File: src/rtl/ph_clk_shed_pkg.sv
package ph_clk_shed_pkg;

    typedef enum logic {
        MODE_DUAL   = 1'b0,
        MODE_SINGLE = 1'b1
    } shed_mode_e;

    typedef struct packed {
        logic run;      // switching active this cycle
        logic ph;       // 0: channel A half, 1: channel B half
        logic base_end; // last cycle of a base period
        logic out_end;  // last cycle of an output period (end of B half)
    } tick_t;

    // Gate a channel given timing and shedding state.
    function automatic logic gate_phase(input tick_t tk, input shed_mode_e mode,
                                        input logic act_b, input logic chan_b);
        logic own_half;
        logic allowed;
        own_half = chan_b ? tk.ph : ~tk.ph;
        allowed  = (mode == MODE_DUAL) || (act_b == chan_b);
        return tk.run & own_half & allowed;
    endfunction

endpackage

File: src/rtl/ph_clk_timebase.sv
module ph_clk_timebase
    import ph_clk_shed_pkg::*;
#(
    parameter int DIV_W = 16
) (
    input  logic             clk,
    input  logic             rst,
    input  logic             en_i,
    input  logic [DIV_W-1:0] per_i,
    output tick_t            tk_o
);
    logic [DIV_W-1:0] div_q;
    logic [DIV_W-1:0] per_q;
    logic             ph_q;
    logic             run_q;
    logic             last_w;

    assign last_w = run_q && en_i && (div_q == per_q);

    always_ff @(posedge clk) begin
        if (rst) begin
            div_q <= '0;
            per_q <= '0;
            ph_q  <= 1'b0;
            run_q <= 1'b0;
        end else begin
            run_q <= en_i;
            if (!en_i || !run_q) begin
                div_q <= '0;
                ph_q  <= 1'b0;
                per_q <= per_i;
            end else if (last_w) begin
                div_q <= '0;
                ph_q  <= ~ph_q;
                per_q <= per_i;
            end else begin
                div_q <= div_q + 1'b1;
            end
        end
    end

    always_comb begin
        tk_o.run      = run_q;
        tk_o.ph       = ph_q;
        tk_o.base_end = last_w;
        tk_o.out_end  = last_w && ph_q;
    end
endmodule

File: src/rtl/ph_clk_shed_ctrl.sv
module ph_clk_shed_ctrl
    import ph_clk_shed_pkg::*;
#(
    parameter int PWR_W  = 10,
    parameter int HOLD_W = 12
) (
    input  logic              clk,
    input  logic              rst,
    input  logic              out_end_i,
    input  logic [PWR_W-1:0]  pwr_i,
    input  logic [PWR_W-1:0]  thr_lo_i,
    input  logic [PWR_W-1:0]  thr_hi_i,
    input  logic [HOLD_W-1:0] hold_i,
    output shed_mode_e        mode_o,
    output logic              act_b_o
);
    localparam logic [HOLD_W:0] CNT_MAX = {1'b0, {HOLD_W{1'b1}}};

    shed_mode_e      mode_q;
    logic            act_b_q;
    logic            req_q;
    logic [HOLD_W:0] run_cnt_q;
    logic [HOLD_W:0] cnt_inc_w;
    logic            low_w;
    logic            high_w;
    logic            shed_w;
    logic            rest_w;

    assign low_w     = pwr_i < thr_lo_i;
    assign high_w    = pwr_i > thr_hi_i;
    assign cnt_inc_w = run_cnt_q + 1'b1;
    assign shed_w    = out_end_i && (mode_q == MODE_DUAL) && low_w
                       && (cnt_inc_w >= {1'b0, hold_i});
    assign rest_w    = out_end_i && (mode_q == MODE_SINGLE) && (req_q || high_w);

    always_ff @(posedge clk) begin
        if (rst) begin
            mode_q    <= MODE_DUAL;
            act_b_q   <= 1'b0;
            req_q     <= 1'b0;
            run_cnt_q <= '0;
        end else begin
            if (!low_w || shed_w || rest_w) begin
                run_cnt_q <= '0;
            end else if (out_end_i && run_cnt_q != CNT_MAX) begin
                run_cnt_q <= cnt_inc_w;
            end

            if (mode_q != MODE_SINGLE || rest_w) begin
                req_q <= 1'b0;
            end else if (high_w) begin
                req_q <= 1'b1;
            end

            if (shed_w) begin
                mode_q  <= MODE_SINGLE;
                act_b_q <= ~act_b_q;
            end else if (rest_w) begin
                mode_q  <= MODE_DUAL;
            end
        end
    end

    assign mode_o  = mode_q;
    assign act_b_o = act_b_q;
endmodule

File: src/rtl/ph_clk_shed.sv
module ph_clk_shed
    import ph_clk_shed_pkg::*;
#(
    parameter int DIV_W  = 16,
    parameter int PWR_W  = 10,
    parameter int HOLD_W = 12
) (
    input  logic              clk,
    input  logic              rst,
    input  logic              en_i,
    input  logic [DIV_W-1:0]  per_i,
    input  logic [PWR_W-1:0]  pwr_i,
    input  logic [PWR_W-1:0]  thr_lo_i,
    input  logic [PWR_W-1:0]  thr_hi_i,
    input  logic [HOLD_W-1:0] hold_i,
    output logic              clk_a_o,
    output logic              clk_b_o,
    output logic              single_o,
    output logic              act_b_o
);
    localparam int NCH = 2;

    tick_t      tk_w;
    shed_mode_e mode_w;
    logic       act_b_w;
    logic [NCH-1:0] gate_w;

    ph_clk_timebase #(.DIV_W(DIV_W)) u_tb (
        .clk  (clk),
        .rst  (rst),
        .en_i (en_i),
        .per_i(per_i),
        .tk_o (tk_w)
    );

    ph_clk_shed_ctrl #(.PWR_W(PWR_W), .HOLD_W(HOLD_W)) u_ctrl (
        .clk      (clk),
        .rst      (rst),
        .out_end_i(tk_w.out_end),
        .pwr_i    (pwr_i),
        .thr_lo_i (thr_lo_i),
        .thr_hi_i (thr_hi_i),
        .hold_i   (hold_i),
        .mode_o   (mode_w),
        .act_b_o  (act_b_w)
    );

    for (genvar c = 0; c < NCH; c++) begin : g_chan
        assign gate_w[c] = gate_phase(tk_w, mode_w, act_b_w, c[0]);
    end

    assign clk_a_o  = gate_w[0];
    assign clk_b_o  = gate_w[1];
    assign single_o = (mode_w == MODE_SINGLE);
    assign act_b_o  = act_b_w;
endmodule

File: config.mk
export PLATFORM = sky130hd
export DESIGN_NAME = ph_clk_shed
export DESIGN_NICKNAME = d
export VERILOG_FILES = /design/src/rtl/ph_clk_shed_pkg.sv /design/src/rtl/ph_clk_timebase.sv /design/src/rtl/ph_clk_shed_ctrl.sv /design/src/rtl/ph_clk_shed.sv
export SDC_FILE = /design/constraint.sdc
export NUM_CORES = 1
export LEC_CHECK = 0
export BUFFER_PORTS_ARGS = -buffer_cell sky130_fd_sc_hd__buf_2
export CORE_UTILIZATION = 57
export CTS_BUF_LIST = sky130_fd_sc_hd__clkbuf_4
export CTS_CLUSTER_DIAMETER = 30
export DETAILED_ROUTE_END_ITERATION = 10
export GPL_TIMING_DRIVEN = 0
export PLACE_DENSITY = 0.94
export SYNTH_ARGS = -nofsm -noshare
export SYNTH_HDL_FRONTEND = slang
export SYNTH_SLANG_ARGS = --single-unit
File: constraint.sdc
create_clock -name clk -period 4 [get_ports clk]
set_input_delay 0.2 -clock clk [delete_from_list [all_inputs] [get_ports clk]]
set_output_delay 0.2 -clock clk [all_outputs]
set_load 0.02 [all_outputs]
==> summary.md, run 1 <==
The placer congestion estimate is 0.841. Top cell type by total area after synthesis: sky130_fd_sc_hd__dfxtp_1. The overall global routing resource usage was 0.257; the number of remaining DRC errors was 0. The synthesized-area fraction occupied by adder cells is 0.133, and the starting density of the core is 0.600. Worst slew margin relative to its limit: 0.535. The standard-cell row count is 26, and the register bit count reported by yosys is 50.

The detail route stage leaves a number of antenna-violating nets equal to 0. Counting instances in the post-synthesis netlist gives the leading cell types as 55 x sky130_fd_sc_hd__nor2_1, 50 x sky130_fd_sc_hd__dfxtp_1, 37 x sky130_fd_sc_hd__xnor2_1. Traced cell by cell, the critical path runs through ha_1 -> nand3_2 -> or2_1 -> buf_6 -> xnor2_1 -> ha_1 -> nand4_1 -> nor2_1 -> a221o_1 -> o2111ai_1 -> a2111o_1 -> nand3_2 -> buf_6 -> nor2_2. TritonCTS built the clock tree.

The tools report the remaining global-route overflow as 0. For this block, the initial DRC count from the detailed router was 113. The run gives 0 as the number of pins exceeding their max-slew limit in the final report. Share of cell area taken by muxes after synthesis: 0.0549.

The final worst-path cycle share is 0.785, and the pin count of the biggest net entering global routing is 18. Net count after synthesis: 450. STA classifies the critical path startpoint as a flip-flop. The relative area change from synthesis to final layout is 15.2%, and the mean instance size in the synthesized netlist is 8.71 um2.

The synthesized design contains 0 enable-type register cells. For the clock skew after layout, the log shows 0.0195 ns. The logs give 4.33 ns for the required time at the endpoint of the critical path and 2 for the number of buffers on the longest clock path. At the placement stage, the worst setup path has a slack of 0.904 ns.

In this run the count of I/O pins placed on the die edge is 65. The fraction of post-synthesis cell area in the top cell type by area was 0.323; the final setup violation count was 0. Most common flop cell mapped by yosys: sky130_fd_sc_hd__dfxtp_1. For the count of filler cells inserted in the layout, the log shows 386. The transition time at the pin with the least slew margin came out at 0.695 ns. The share of cells above drive strength 1 works out to 0.199.

Final sum of negative setup slack: 0 ns. The overall via count from detail_route is 2601, and the fraction of the yosys area taken by sequential cells is 0.323. In this run the clock root is driven by a sky130_fd_sc_hd__clkbuf_4. The tools report the endpoint class of the critical path as a flip-flop.

In this run the worst path has a maximum fanout of 10. The run gives 0.00160 uW as the leakage power. At the end of the flow, the number of nets in the layout was 521. The tree built by TritonCTS fans out to 50 sinks.

The via count of the first global-routing pass was 2603; the first-pass GRT wire length was 11.2 mm. At the later pin of the worst-skew pair, clock insertion delay measures 0.38 ns. The power density normalized to cell area is 250 nW/um2, and the total of buffers placed on input and output ports is 64.

The run gives 0 as the post-cts sizing count. Xor-xnor portion of the synthesized cell area: 0.150. The worst path meets setup with 0.861 ns of slack. The path class of the tightest hold or removal check is input port to flip-flop. The logs give 0 for the number of antenna violations at the first check in global routing and 5170 um2 for the area of the core region.

For the count of endpoints failing hold in the final timing report, the log shows 0. The finished layout holds 498 standard cells, fillers aside. The synthesized instance count is 356, and the final design instance area without fill is 3570 um2. Dominant combinational cell family by area after synthesis: simple AND/OR/NAND/NOR gates.

Number of diodes: 0. In the post-synthesis netlist, the biggest area contributors are sky130_fd_sc_hd__dfxtp_1 32%, sky130_fd_sc_hd__ha_1 13%, sky130_fd_sc_hd__xnor2_1 10%. The run gives 0 as the setup fix buffers added after clock tree synthesis. The floorplan step defined a die boundary enclosing 5740 um2. The flow ran to the end, and the final reports show no timing, DRC or antenna violations. The async set-or-reset flop fraction in the synthesized netlist was 0. The slowest stage of the critical path belongs to the cell sky130_fd_sc_hd__dfxtp_1. The most frequently used cell type in the post-synthesis netlist is sky130_fd_sc_hd__nor2_1. In the final routed layout, each cell accounts on average for 13.1 um. Static timing analysis puts the maximum clock frequency at 319 MHz. The number of buffers created by CTS was 5; the register cell area after layout was 1000 um2. The placed instances occupy a cell area of 3510 um2. The first detailed-routing pass ran for 4 iterations. The cts-stage hold buffer count is 0, and the minimum period implied by the final worst setup slack is 3.14 ns. The logs give 5.32 mm for the placed wire-length estimate and 0.155 mV for the maximum ir drop on the vdd rail.

After clock tree synthesis, the clock-pin slew on the worst setup and hold paths is 0.16 ns. The die extent in y came out at 75.8 um. The tool flagged a number of max-cap violations equal to 0. Using the TritonRoute via totals, the vias-per-cell ratio works out to 5.22. The run gives 3100 um2 as the cell area after synthesis. The area of the multi-input gates is 1920 um2, and the width of the die is 75.8 um.

The synthesized-area fraction occupied by ao, oa, aoi and oai cells was 0.0783. By startpoint and endpoint, the worst setup path is classified as flip-flop to flip-flop. The worst stage delay on the critical path came out at 0.44 ns. Setup repair after global routing left no endpoint under its margin. The number of H-tree branching levels is 2, and the wire length reported by the detailed router is 6.51 mm. The number of different library cells used by synthesis comes to 43.

The post-placement cell count is 490. Area share of and/or/nand/nor cells after synthesis: 0.204. The Yosys step of the flow raised 0 warnings. At the worst endpoint, the arrival time is 3.47 ns.
final timing paths:
kind / end / start / slack (ns) / depth (start not counted)
setup / recovery: u_ctrl.run_cnt_q[12]$_SDFFE_PP0P_ / u_ctrl.run_cnt_q[0]$_SDFFE_PP0P_ / 0.86 / 14
hold / removal: u_tb.per_q[11]$_SDFFE_PP0P_ / per_i[11] / 0.03 / 3
setup reg to reg: u_ctrl.run_cnt_q[12]$_SDFFE_PP0P_ / u_ctrl.run_cnt_q[0]$_SDFFE_PP0P_ / 0.86 / 14
hold reg to reg: u_tb.div_q[0]$_SDFF_PP0_ / u_tb.div_q[0]$_SDFF_PP0_ / 0.54 / 1
per-layer routing:
| metal | up-vias | wire [um] | global-route usage |
|---|---|---|---|
| met3 | 6 | 219 | 0.0503 |
| li1 | 1339 | - | - |
| met4 | 0 | 47 | 0.0658 |
| met1 | 1200 | 2900 | 0.311 |
| met5 | - | 0 | 0 |
| met2 | 56 | 3350 | 0.464 |
placed cells by master (no fill, tap or decap), types with 16 or more instances in the layout:
master                    count
sky130_fd_sc_hd__ha_1        33
sky130_fd_sc_hd__dfxtp_1     50
sky130_fd_sc_hd__xnor2_1     37
sky130_fd_sc_hd__xor2_1      16
sky130_fd_sc_hd__inv_1       35
sky130_fd_sc_hd__nor2_1      55
sky130_fd_sc_hd__nand2_1     17
sky130_fd_sc_hd__buf_2       65
sky130_fd_sc_hd__mux2i_1     17
sequential cells by signal (all words and copies together), names as in the netlist:
signal / count
u_tb.div_q: 16
u_tb.per_q: 16
u_ctrl.act_b_o: 1
u_tb.ph_q: 1
u_ctrl.mode_o: 1
u_ctrl.req_q: 1
u_ctrl.run_cnt_q: 13
u_tb.run_q: 1
worst max-delay path, delay by kind of cell (launching register included):
| kind | cells | cell delay (ns) |
|---|---|---|
| buffers and inverters | 2 | 0.31 |
| adders and majority gates | 2 | 0.54 |
| DFF | 1 | 0.44 |
| xor gates and xnor gates | 1 | 0.20 |
| and+or+nand+nor | 6 | 0.80 |
| AOI/OAI and AO/OA | 3 | 0.80 |
kinds of logic after synthesis:
logic type | Yosys count
simple gates | 127
xor+xnor | 53
flops | 50
buf+inv | 43
compound gates | 33
fa+ha+maj | 33
mux | 17
area by class of cell:
type	instances	share of cell area
Multi-Input combinational cell	263	0.538
Sequential cell	50	0.280
Timing Repair Buffer	64	0.0897
Inverter	35	0.0368
Tap cell	70	0.0245
Buffer	8	0.0130
Clock buffer	5	0.0105
Clock inverter	3	0.00701
report_power, final:
part	switching (uW)	leakage, uW	internal, uW
combinational	65.8	0.00116	65.2
sequential	8.88	0.000407	509
clock	171	0.0000318	72.0
metrics by stage:
stage          hold WS (ns)  utilization  power (uW)
6_report             0.0302        0.691         892
5_1_grt              0.0278        0.691         938
4_1_cts              0.0352        0.691         896
3_5_place_dp          0.438        0.679         659
3_3_place_gp          0.429        0.679         651
2_1_floorplan         0.272            -         605
(Power assumes the default switching activity.)
==> run 2, diff against run 1 <==
ABC_AREA = 1   (was default)
CORE_UTILIZATION = 58   (was 57)
clock period = 3 ns   (was 4 ns; I/O delays follow)
==> run 2 against run 1 <==
Via count increased by 33%. Synthesized cell count increased by 46%. Worst setup slack got worse by 0.60 ns. Non-clock buffer count increased by 3. Sequential cell count unchanged. Register-to-register slack got worse by 0.60 ns. Wire length increased by 22%. Final cell count increased by 33%. Sequential share of layout area decreased by 2.8 points. Die area increased by 10%. Worst hold slack got worse by 0.026 ns. Critical path type unchanged. Highest routed layer unchanged.
==> summary.md, run 2 <==
The run finished with clean final reports. The category of the worst setup path launch point is a flip-flop (unchanged). The count of clock tree sinks is 50 (unchanged). Async set-or-reset flop fraction in the synthesized netlist: 0 (unchanged). Setup repair after global routing left no endpoint under its margin. Most frequent cells after synthesis: 128 x sky130_fd_sc_hd__nand2_1, 80 x sky130_fd_sc_hd__inv_1, 57 x sky130_fd_sc_hd__nor2_1 (was 55 x sky130_fd_sc_hd__nor2_1, 50 x sky130_fd_sc_hd__dfxtp_1, 37 x sky130_fd_sc_hd__xnor2_1). The number of remaining DRC errors was 0 (unchanged); the final critical-path setup slack was 0.266 ns (was 0.861 ns).

The detailed-route wire length per cell is 12.0 um (was 13.1 um), and the first-pass GRT wire length is 13.5 mm (was 11.2 mm). The count of synthesis-stage warnings from yosys was 0 (unchanged); the final sum of negative setup slack was 0 ns (unchanged). Highest-count cells in the layout ignoring fill and taps: 128 x sky130_fd_sc_hd__nand2_1, 80 x sky130_fd_sc_hd__inv_1, 66 x sky130_fd_sc_hd__buf_2, 57 x sky130_fd_sc_hd__nor2_1, 49 x sky130_fd_sc_hd__dfxtp_1 (was 65 x sky130_fd_sc_hd__buf_2, 55 x sky130_fd_sc_hd__nor2_1, 50 x sky130_fd_sc_hd__dfxtp_1, 37 x sky130_fd_sc_hd__xnor2_1, 35 x sky130_fd_sc_hd__inv_1).

The minimum period implied by the final worst setup slack was 2.73 ns (was 3.14 ns). The number of H-tree branching levels is 2 (unchanged), and the net count after synthesis is 612 (was 450). The violation count after the first detailed-route iteration came out at 217 (was 113). The overall via count from detail_route is 3467 (was 2601), and the die extent in y is 79.5 um (was 75.8 um). TritonCTS built the clock tree. The logs give 6320 um2 (was 5740 um2) for the area of the die and 0 (unchanged) for the count of max-cap constraint violations.

Number of enable-type register cells in the synthesized netlist: 0 (unchanged). The run gives 27 (was 26) as the standard-cell row count. The power density normalized to cell area was 322 nW/um2 (was 250 nW/um2); the cell area after synthesis was 3480 um2 (was 3100 um2).

The most frequently used cell type in the post-synthesis netlist is sky130_fd_sc_hd__nand2_1 (was sky130_fd_sc_hd__nor2_1). The path class of the lowest-slack min-delay path was input port to flip-flop (unchanged). Detailed-router iteration count before antenna repair: 5 (was 4). The run gives 0 (unchanged) as the number of pins exceeding their max-slew limit in the final report. The tools report the number of distinct library cells after synthesis as 37 (was 43). The endpoint class of the critical path was a flip-flop (unchanged).

The path type of the worst setup path is flip-flop to flip-flop (unchanged). The tools report the maximum ir drop on the vdd rail as 0.289 mV (was 0.155 mV). The most frequent standard cell in the layout excluding fill and tap cells was sky130_fd_sc_hd__nand2_1 (was sky130_fd_sc_hd__buf_2). The logs give 0 (unchanged) for the setup fix buffers added after clock tree synthesis and 0.288 (was 0.323) for the fraction of the yosys area taken by sequential cells. The run gives 0 (unchanged) as the number of antenna-violating nets in the routed design.

The logs give 3980 um2 (was 3570 um2) for the final design instance area without fill and 7.94 mm (was 6.51 mm) for the wire length reported by the detailed router. The fraction of post-synthesis cell area in the top cell type by area is 0.288 (was 0.323). The count of endpoints failing hold in the final timing report was 0 (unchanged); the total of buffers placed on input and output ports was 64 (unchanged).

The tools report the clock latency at the later pin of the worst-skew pair as 0.38 ns (about the same). The clock input transition at the sequential cells of the worst setup and hold paths was 0.15 ns (was 0.16 ns); the relative area change from synthesis to final layout was 14.3% (was 15.2%). Number of antenna violations at the first check in global routing: 0 (unchanged).

Placer congestion estimate: 0.861 (was 0.841). The most common flop cell mapped by yosys is sky130_fd_sc_hd__dfxtp_1 (unchanged). The count of filler cells inserted in the layout is 452 (was 386), and the number of buffers created by CTS is 5 (unchanged). The width of the die is 79.5 um (was 75.8 um). The cell chosen for the clock root was sky130_fd_sc_hd__clkbuf_4 (unchanged). Largest cells by area after synthesis: sky130_fd_sc_hd__dfxtp_1 29%, sky130_fd_sc_hd__nand2_1 14%, sky130_fd_sc_hd__ha_1 12% (was sky130_fd_sc_hd__dfxtp_1 32%, sky130_fd_sc_hd__ha_1 13%, sky130_fd_sc_hd__xnor2_1 10%).

The tools report the placed wire-length estimate as 6.43 mm (was 5.32 mm). The layout net count is 684 (was 521). The synthesized instance count was 518 (was 356); the final setup violation count was 0 (unchanged).

The tools report the number of diodes as 0 (unchanged). The run gives 65 (unchanged) as the top-level port count. The via count of the first global-routing pass is 3416 (was 2603). The mean instance size in the synthesized netlist was 6.72 um2 (was 8.71 um2).

The worst slack after detailed placement was 0.228 ns (was 0.904 ns). The run gives 16 (was 18) as the pin count of the biggest net entering global routing. The leakage power was 0.00199 uW (was 0.00160 uW); the register cell area after layout was 1000 um2 (about the same). The tools report the overall global routing resource usage as 0.267 (was 0.257).

The required time at the endpoint of the critical path is 3.32 ns (was 4.33 ns), and the highest attainable clock frequency is 366 MHz (was 319 MHz). The area of the core region was 5640 um2 (was 5170 um2). The clock skew after layout was 0.0148 ns (was 0.0195 ns). The transition time at the pin with the least slew margin is 0.484 ns (was 0.695 ns), and the placed instance area is 3890 um2 (was 3510 um2). The area of the multi-input gates was 2070 um2 (was 1920 um2); the worst slew margin relative to its limit was 0.676 (was 0.535). The register bit count reported by yosys is 50 (unchanged). The starting density of the core is 0.617 (was 0.600). The share of cells above drive strength 1 is 0.205 (was 0.199), and the remaining global-route overflow is 0 (unchanged).

The vias per cell works out to 5.23 (was 5.22). Registers with the most flip-flops: u_tb.div_q x16, u_tb.per_q x16, u_ctrl.run_cnt_q x13 (unchanged). The top cell type by total area after synthesis is sky130_fd_sc_hd__dfxtp_1 (unchanged). The data arrival at the endpoint of the critical path was 3.05 ns (was 3.47 ns); the final worst-path cycle share was 0.911 (was 0.785).

Largest fanout of any net on the critical path: 10 (unchanged). The run gives 2 (unchanged) as the number of buffers on the longest clock path.
==> run 2: report_power, final <==
group / switching (uW) / total [uW] / internal (uW)
Combinational: 112 / 200 / 88.8
Sequential: 8.93 / 689 / 680
Clock: 221 / 394 / 173
==> run 2: cells by family (layout without fill, tap and decap cells) <==
logic type | count (synthesis) | count (layout) | synth area share
simple gates | 260 | 260 | 0.343
fa+ha+maj | 33 | 33 | 0.119
flops | 50 | 50 | 0.288
xor+xnor | 19 | 19 | 0.0478
buf+inv | 100 | 173 | 0.118
compound gates | 56 | 56 | 0.0859
==> run 2: metrics by stage <==
stage                     total power (uW)  hold WS [ns]  utilization  cells
after floorplan                        827         0.219            -    518
after global placement                 888         0.355        0.690    654
after detailed placement               902         0.360        0.690    654
after CTS                             1290       0.00411        0.705    663
after global routing                  1340        0.0236        0.705    663
final                                 1280       0.00426        0.705    663
==> run 2: final cells by class <==
| type | count | share of cell area |
|---|---|---|
| Clock inverter | 3 | 0.0101 |
| Timing Repair Buffer | 65 | 0.0830 |
| Clock buffer | 5 | 0.00943 |
| Multi-Input combinational cell | 368 | 0.520 |
| Inverter | 90 | 0.0852 |
| Tap cell | 72 | 0.0226 |
| Sequential cell | 50 | 0.252 |
| Buffer | 10 | 0.0176 |
==> run 2: path summary, 6_finish.rpt <==
check        slack [ns]  depth (start not counted)                             start                                to
min               0.004                          3                              en_i             u_tb.run_q$_SDFF_PP0_
max                0.27                         15  u_ctrl.run_cnt_q[0]$_SDFFE_PP0P_  u_ctrl.run_cnt_q[5]$_SDFFE_PP0P_
min reg2reg        0.48                          2        u_tb.per_q[1]$_SDFFE_PP0P_        u_tb.per_q[1]$_SDFFE_PP0P_
max reg2reg        0.27                         15  u_ctrl.run_cnt_q[0]$_SDFFE_PP0P_  u_ctrl.run_cnt_q[5]$_SDFFE_PP0P_
==> run 2: layer usage <==
layer | vias to the layer above | share of wire | GRT usage
met4 | 0 | 0.030 | 0.116
met5 | - | 0 | 0
met2 | 121 | 0.53 | 0.529
met3 | 32 | 0.053 | 0.0411
met1 | 1539 | 0.39 | 0.269
li1 | 1775 | - | -
==> run 2: critical path, stage by stage (launching register included) <==
cell and delay [ns]:
sky130_fd_sc_hd__dfxtp_2 0.42, sky130_fd_sc_hd__ha_1 0.21, sky130_fd_sc_hd__nand2_1 0.12, sky130_fd_sc_hd__nor2_4 0.15, sky130_fd_sc_hd__nand2_2 0.11, sky130_fd_sc_hd__nor2_4 0.14, sky130_fd_sc_hd__xor2_1 0.25, sky130_fd_sc_hd__ha_1 0.29
sky130_fd_sc_hd__a21oi_1 0.15, sky130_fd_sc_hd__nor2_1 0.07, sky130_fd_sc_hd__nor3_2 0.15, sky130_fd_sc_hd__nand2_1 0.12, sky130_fd_sc_hd__nand2_1 0.12, sky130_fd_sc_hd__nand3_2 0.11, sky130_fd_sc_hd__buf_6 0.18, sky130_fd_sc_hd__nor2_2 0.08
==> run 2: timing repair <==
action | 4_1_cts | 5_1_grt
gates resized for setup | 0 | 1
endpoints found under the setup margin | 0 | 10
hold buffers | 1 | 0
hold endpoints to repair | 2 | 0
